`config.mk`:
```
export PLATFORM = sky130hd
export DESIGN_NAME = raw_scoreboard
export DESIGN_NICKNAME = d
export VERILOG_FILES = /design/src/rtl/raw_scoreboard.sv
export SDC_FILE = /design/constraint.sdc
export NUM_CORES = 1
export LEC_CHECK = 0
export BUFFER_PORTS_ARGS = -buffer_cell sky130_fd_sc_hd__clkbuf_2
export CAP_MARGIN = 30
export CORE_UTILIZATION = 45
export CTS_CLUSTER_DIAMETER = 40
export DETAILED_ROUTE_END_ITERATION = 8
export PLACE_DENSITY_LB_ADDON = 0.15
export SLEW_MARGIN = 15
export SYNTH_ARGS = -nofsm -noshare
export SYNTH_HDL_FRONTEND = slang
export SYNTH_SLANG_ARGS = --single-unit
```
`constraint.sdc`:
```
create_clock -name clk -period 2.38 [get_ports clk]
set_input_delay 0.119 -clock clk [delete_from_list [all_inputs] [get_ports clk]]
set_output_delay 0.119 -clock clk [all_outputs]
set_load 0.05 [all_outputs]
```
`src/rtl/raw_scoreboard.sv`:
```
module raw_scoreboard #(
  parameter int DEPTH = 4,
  parameter int IDX_W = 5,
  parameter bit REMOVE_FIRST = 1'b1
) (
  input  logic             clk,
  input  logic             rst_n,
  input  logic             ins_en,
  input  logic             ins_vld,
  input  logic [IDX_W-1:0] ins_idx,
  input  logic             rem_en,
  input  logic             src_a_vld,
  input  logic [IDX_W-1:0] src_a_idx,
  input  logic             src_b_vld,
  input  logic [IDX_W-1:0] src_b_idx,
  output logic             hit_a,
  output logic             hit_b,
  output logic             full,
  output logic             empty,
  output logic             err
);
  localparam int PTR_W = (DEPTH > 1) ? $clog2(DEPTH) : 1;
  localparam int CNT_W = $clog2(DEPTH + 1);

  logic [IDX_W-1:0] idx_q [DEPTH];
  logic [DEPTH-1:0] vld_q;
  logic [PTR_W-1:0] head_q, tail_q;
  logic [CNT_W-1:0] cnt_q;
  logic             err_q;
  logic [DEPTH-1:0] live, match_a, match_b;
  logic             rem_ok, ins_ok, skip;

  assign full   = cnt_q == CNT_W'(DEPTH);
  assign empty  = cnt_q == '0;
  assign err    = err_q;
  assign rem_ok = rem_en && !empty;
  assign ins_ok = ins_en && (!full || (REMOVE_FIRST && rem_ok));
  assign skip   = REMOVE_FIRST && rem_ok;

  function automatic logic [PTR_W-1:0] bump(input logic [PTR_W-1:0] p);
    return (p == PTR_W'(DEPTH - 1)) ? '0 : p + 1'b1;
  endfunction

  always_comb begin
    live = '0;
    for (int k = 0; k < DEPTH; k++) begin
      int s;
      s = int'(head_q) + k;
      if (s >= DEPTH) s = s - DEPTH;
      if (k >= int'(skip) && k < int'(cnt_q)) live[s] = 1'b1;
    end
  end

  for (genvar i = 0; i < DEPTH; i++) begin : g_cmp
    assign match_a[i] = live[i] && vld_q[i] && src_a_vld && (idx_q[i] == src_a_idx);
    assign match_b[i] = live[i] && vld_q[i] && src_b_vld && (idx_q[i] == src_b_idx);
  end

  assign hit_a = |match_a;
  assign hit_b = |match_b;

  always_ff @(posedge clk) begin
    if (!rst_n) begin
      head_q <= '0;
      tail_q <= '0;
      cnt_q  <= '0;
      err_q  <= 1'b0;
      vld_q  <= '0;
    end else begin
      if (rem_ok) head_q <= bump(head_q);
      if (ins_ok) begin
        tail_q        <= bump(tail_q);
        vld_q[tail_q] <= ins_vld;
      end
      cnt_q <= cnt_q + CNT_W'(ins_ok) - CNT_W'(rem_ok);
      err_q <= (ins_en && !ins_ok) || (rem_en && !rem_ok);
    end
  end

  always_ff @(posedge clk) begin
    if (ins_ok) idx_q[tail_q] <= ins_idx;
  end

  AST_RESET_IDLE: assert property (@(posedge clk) $rose(rst_n) |-> empty && !full && !err);
  AST_EMPTY_NO_HIT: assert property (@(posedge clk) disable iff (!rst_n) empty |-> !hit_a && !hit_b);
  AST_INVALID_SRC: assert property (@(posedge clk) disable iff (!rst_n) !src_a_vld |-> !hit_a);
  AST_FILL: assert property (@(posedge clk) disable iff (!rst_n) (ins_en && !rem_en && !full) |=> !empty);
  AST_NO_OVERFLOW: assert property (@(posedge clk) disable iff (!rst_n) (ins_en && full && !rem_en) |=> err && full);
  AST_NO_UNDERFLOW: assert property (@(posedge clk) disable iff (!rst_n) (rem_en && empty && !ins_en) |=> err && empty);
  AST_SWAP_FULL: assert property (@(posedge clk) disable iff (!rst_n) (REMOVE_FIRST && full && ins_en && rem_en) |=> full && !err);
endmodule

```
# After elaboration in Yosys (flattened, before gate mapping)
# Memory sizes are Yosys's and may differ from the RTL's.
# Index checks and enable logic that the tools add are counted.
[totals] reg_bits=12 mem_count=1 ramBits=20
[classes] bitwise=3 order_cmp=19 n_reduce_logical=39 n_eq_ne=11 add_sub_neg=11 n_mux=23
[memory_table] name="idx_q" words=4 width=5 read_ports=4 rd_ports_with_merged_regs=0 write_ports=1 line="25" source="logic [IDX_W-1:0] idx_q [DEPTH];"
[op_table] op="$ge A32 B1 Y1 const B" count=4
[op_table] op="$lt A32 B4 Y1 const B" count=4
[op_table] op="$mux W32" count=4
[op_table] op="$eq A5 B5 Y1" count=8
[op_table] op="$logic_and A1 B1 Y1" count=30
[op_table] op="$mux W4" count=4
[op_table] op="$or A4 B4 Y4" count=3
[op_table] op="$sub A3 B3 Y4 const B" count=3
[op_table] op="$demux W1 S2" count=5
[op_table] op="$ge A3 B3 Y1 const B" count=3
[op_table] op="$reduce_or A4 Y1" count=2
[op_table] op="$mux W1" count=7
[op_table] op="$add A2 B2 Y3 const B" count=2
[op_table] op="$lt A1 B3 Y1 const A" count=2
[op_table] op="$lt A2 B3 Y1 const A" count=2
[op_table] op="$add A2 B1 Y2 const B" count=2
[op_table] op="$bwmux W4" count=1
[op_table] op="$eq A2 B2 Y1 const B" count=2
[op_table] op="$logic_not A1 Y1" count=4
[op_table] op="$mux W2" count=2
[op_table] op="$sub A2 B3 Y4 const B" count=1
[op_table] op="$add A2 B1 Y3 const B" count=1
[op_table] op="$add A3 B1 Y3" count=1
[op_table] op="$eq A3 B3 Y1 const B" count=1
[op_table] op="other kinds (7)" count=8

# Longest topological paths before layout
[logic_depth] depth_word=17 ltp_mapped=10 ltp_nobuf=10

# Least setup slack after synthesis
# No wires, ideal clock.
[synth_path] path_type="reg2out" startpoint="register cnt_q[1]" endpoint="output hit_a" n_path_buf=0 slack_ns=0.103 stages_incl_launch_ff=7 t_arrival_ns=2.158 required_ns=2.261 cell_sequence="dfxtp_1 -> inv_1 -> ha_1 -> a21oi_1 -> a221o_1 -> nand3_1 -> a41oi_1"
[synth_via] elab_chain_cells=16 elab_cells_between_ends=29 classes_between="5 x order compare; 4 x mux; 3 x bitwise; 17 x reduce/logical"
[synth_lines] item="start, declared" line="28" source="logic [CNT_W-1:0] cnt_q;"
[synth_lines] item="start signal, assigned" line="75" source="cnt_q <= cnt_q + CNT_W'(ins_ok) - CNT_W'(rem_ok);"
[synth_lines] item="$logic_not A3 Y1" line="34" source="assign empty = cnt_q == '0;"
[synth_lines] item="$logic_not A1 Y1" line="36" source="assign rem_ok = rem_en && !empty;"
[synth_lines] item="$logic_and A1 B1 Y1" line="36"
[synth_lines] item="$ge A1 B1 Y1" line="50" source="if (k >= int'(skip) && k < int'(cnt_q)) live[s] = 1'b1;"
[synth_lines] item="$logic_and A1 B1 Y1" line="50"
[synth_lines] item="$mux W4" line="50"
[synth_lines] item="$or A4 B4 Y4 (no source line)"
[synth_lines] item="$mux W4" line="50"
[synth_lines] item="$or A4 B4 Y4 (no source line)"
[synth_lines] item="$mux W4" line="50"
[synth_lines] item="$or A4 B4 Y4 (no source line)"
[synth_lines] item="$mux W4 *" line="50"
[synth_lines] item="$logic_and A1 B1 Y1 (3 in a row)" line="55" source="assign match_a[i] = live[i] && vld_q[i] && src_a_vld && (idx_q[i] == src_a_idx);"
[synth_lines] item="$reduce_or A4 Y1 *" line="59" source="assign hit_a = |match_a;"
[synth_lines] item="end, declared" line="16" source="output logic hit_a,"
# Every way passes the cells marked *; elsewhere a longest branch is shown, timed or not.

# Final worst setup path
[layout_path] startpoint="register cnt_q[1]" endpoint="output hit_b"
[layout_via] elab_chain_cells=16 elab_cells_between_ends=29 classes_between="5 x order compare; 4 x mux; 3 x bitwise; 17 x reduce/logical"
[layout_lines] item="$logic_not A3 Y1" line="34"
[layout_lines] item="$logic_not A1 Y1" line="36"
[layout_lines] item="$logic_and A1 B1 Y1" line="36"
[layout_lines] item="$ge A1 B1 Y1" line="50"
[layout_lines] item="$logic_and A1 B1 Y1" line="50"
[layout_lines] item="$mux W4" line="50"
[layout_lines] item="$or A4 B4 Y4 (no source line)"
[layout_lines] item="$mux W4" line="50"
[layout_lines] item="$or A4 B4 Y4 (no source line)"
[layout_lines] item="$mux W4" line="50"
[layout_lines] item="$or A4 B4 Y4 (no source line)"
[layout_lines] item="$mux W4 *" line="50"
[layout_lines] item="$logic_and A1 B1 Y1 (3 in a row)" line="56" source="assign match_b[i] = live[i] && vld_q[i] && src_b_vld && (idx_q[i] == src_b_idx);"
[layout_lines] item="$reduce_or A4 Y1 *" line="60" source="assign hit_b = |match_b;"
[layout_lines] item="end, declared" line="17" source="output logic hit_b,"
# Marks and branches as above.

==> results.md <==
* Syn_area_per_cell at around 11 µm²
* Initial Util at about 48%
* Worst Path Arrival at 2120 ps
* Leading area contributor after synthesis: edfxtp_1
* Mapped Cells at approximately 180
* Final period util at around 94%
* Clk pwr share at about a quarter
* R2R Setup Slk at between 150 and 200 ps
* Worst slew pin tran at roughly 350 ps
* Critical Path RT at between 2000 and 2500 ps
* Netlist cell types at 27
* Die area at about 4600 µm²
* Pwr Total at 1.84 mW
* Status: finished, final reports clean
* DRT Pass-1 Iters at 4
* Post-Synth Adder-Cell Area at approximately 11%
* # rows at 23
* Switch Pwr at slightly above 0.6 mW
* Post-Syn Nets at ~220
* Area Overhead vs Synth at 16.4%
* Grt total ovfl at 0
* Post-synth top area share at between 30% and 40%
* Fin. Hold Viols at 0
* Switching share of total power at 33.1%
* Vias/cell at 4.98
* Die width at between 60 and 70 µm
* Largest family of logic cells by synthesized area: XOR/XNOR gates
* Synth warn at 0
* Final setup skew at between 1.5 and 2 ps
* Clock Pin Slew Worst Setup and Hold Paths at 60 ps
* Post-route ant nets at 0
* Total negative slack at 0 ps
* Comb pwr share at 35.7%
* CTS buffer count at 5
* Register area share after synthesis at 42.7%
* Reg area at 842 µm²
* Max-Cap Viols at 0
* Layout cell share with drive strength beyond 1 at 21.4%
* Initial antenna violation count at 0
* Crit end category: output port
* Fmax at around 450 MHz
* Most numerous cell in the Yosys netlist: xnor2_1
* RSZ-0062 raised after global routing: false
* Ys flop type: edfxtp_1
* Mux cell area share after synthesis at 2.03%
* Asr flop ratio synth at 0%
* Wirelength per Cell at between 10 and 15 µm
* Placeable Area at just over 4000 µm²
* Max-slew violations at 0
* Largest net degree at the start of global routing at 13
* Synth Area in Compound Gates at around 8.1%
* CTS tree: done
* Worst Hold Path Cells at 1
* Final setup violation count at 0
* H-tree levels at 2
* PwrDens at 803 nW/µm²
* Die span in y at around 70 µm
* Simple-Gate Fraction of Synth Area at around 14%
* CTS root buffer: clkbuf_8
* Largest cells by area after synthesis: edfxtp_1, dfxtp_1, xnor2_1
* Clock buffer depth at 2
* Vias at approximately 1.3k
* # diodes at 0
* Crit path time final at 2240 ps
* All-Layer GR Usage at approximately 18%
* Leak Pwr at roughly 0.89 nW
* Post-synth top cells: xnor2_1, edfxtp_1, inv_1, xor2_1
* Post-CTS Setup Inserts at 0
* Routed WL at approximately 3600 µm
* XOR/XNOR share of the synthesized area at 18.2%
* Global-route wire length before repair at slightly below 6000 µm
* HP Class: in2reg
* RD Place Congestion at roughly 0.81
* Worst-path fanout max at 6
* CP Class: reg2out
* Syn Std Cell Area at ~2000 µm²
* # clock sinks at 32
* CP startpoint kind: register
* Pint at 1.23 mW
* Iteration-0 DRC Markers at between 80 and 90
* Yosys reg bits at 32
* Count of input and output buffers at 26
* Clk_lat worst skew at approximately 270 ps
* DPL Wire Length at about 3000 µm
* Nets at between 200 and 300
* R2R depth at 10
* Number of global-route vias before repair at ~1.3k
* VDD IR max at roughly 0.63 mV
* Residual DRC at 0
* Worst slew margin at 76.8%
* Flop pwr share at 38.2%
* Post-synth EDFFs at 20
* Area of the multi-input gates at around 1100 µm²
* Fillers at 360
* IO Pins at 27
[flip-flops by register name, summed over array words and instances, names as in the netlist]
| name | count |
|---|---|
| idx_q | 20 |
| vld_q | 4 |
| cnt_q | 3 |
| head_q | 2 |
| tail_q | 2 |
| err | 1 |
[cells in the final DEF (no fill, tap or decap), types with 2 or more instances in the layout]
cell type,netlist,final
nand3_1,16,16
inv_1,17,17
clkbuf_8,0,5
edfxtp_1,20,20
a21boi_0,2,2
nor2_1,3,3
and2_4,4,4
dfxtp_1,12,11
clkbuf_2,0,24
nand2_1,3,3
nor3_1,9,9
xnor2_1,24,24
a21oi_4,1,2
a21oi_1,4,3
xor2_1,17,17
buf_4,0,3
nor2b_1,8,8
and2_1,2,2
mux2i_1,4,4
a221o_1,4,4
a41oi_1,2,2
clkinv_1,0,2
o22ai_1,4,4
ha_1,16,16
[timing repair]
action                                  CTS  global route
gates cloned                              0             0
endpoints found under the setup margin    2             3
resized for setup                         1             7
hold buffers                              0             0
[final cells by class]
type	count	share of cell area (%)
clock inverters	3	1.64
repair buffers	29	6.77
clock buffers	5	3.00
well taps	50	2.73
multi-input cells	129	46.3
flip-flops and latches	32	36.7
inverters	17	2.78
[metal layers]
| metal | GRT usage [%] | routed length (µm) | up-vias |
|---|---|---|---|
| met4 | 6.25 | 24 | 0 |
| met1 | 22.6 | 1810 | 603 |
| li1 | - | - | 684 |
| met5 | 0 | 0 | - |
| met2 | 30.4 | 1670 | 32 |
| met3 | 3.00 | 122 | 2 |
[stage by stage]
stage | hold WS [ps] | util, % | setup WS, ps | instances | area, µm²
3_5_place_dp | 341 | 53.0 | 72.9 | 257 | 2170
4_1_cts | 56.1 | 55.7 | 61.2 | 265 | 2280
6_report | 65.5 | 56.1 | 137 | 265 | 2290
5_1_grt | 57.7 | 56.1 | 18.0 | 265 | 2290
2_1_floorplan | 218 | - | 103 | 183 | 1970
3_3_place_gp | 331 | 53.0 | 101 | 257 | 2170
[power by group through the flow]
stage / clock network [mW] / logic [mW] / registers, mW
after floorplan: 0 / 0.456 / 0.726
after global placement: 0 / 0.618 / 0.710
after detailed placement: 0 / 0.631 / 0.713
after CTS: 0.492 / 0.639 / 0.701
after global routing: 0.511 / 0.738 / 0.711
final: 0.480 / 0.658 / 0.704
[worst paths after layout]
check                                 from           to
worst max-delay path              cnt_q[1]        hit_b
worst min-delay path            ins_idx[3]  idx_q[1][3]
worst max register to register    cnt_q[2]     cnt_q[2]
worst min register to register   tail_q[1]    tail_q[1]
[worst max-delay path, stage by stage (launching register included)]
cell and delay, ps:
dfxtp_1 340, buf_4 150, inv_1 50, ha_1 310, a21oi_4 240, a221o_1 190, nand3_1 80, a41oi_1 210
buf_2 290
[kinds of logic after synthesis]
| logic type | Yosys count |
|---|---|
| flops | 32 |
| xor+xnor | 41 |
| compound gates | 19 |
| mux | 4 |
| buf+inv | 22 |
| fa+ha+maj | 17 |
| simple gates | 48 |
Note: power is estimated with default switching activity, not from simulation.
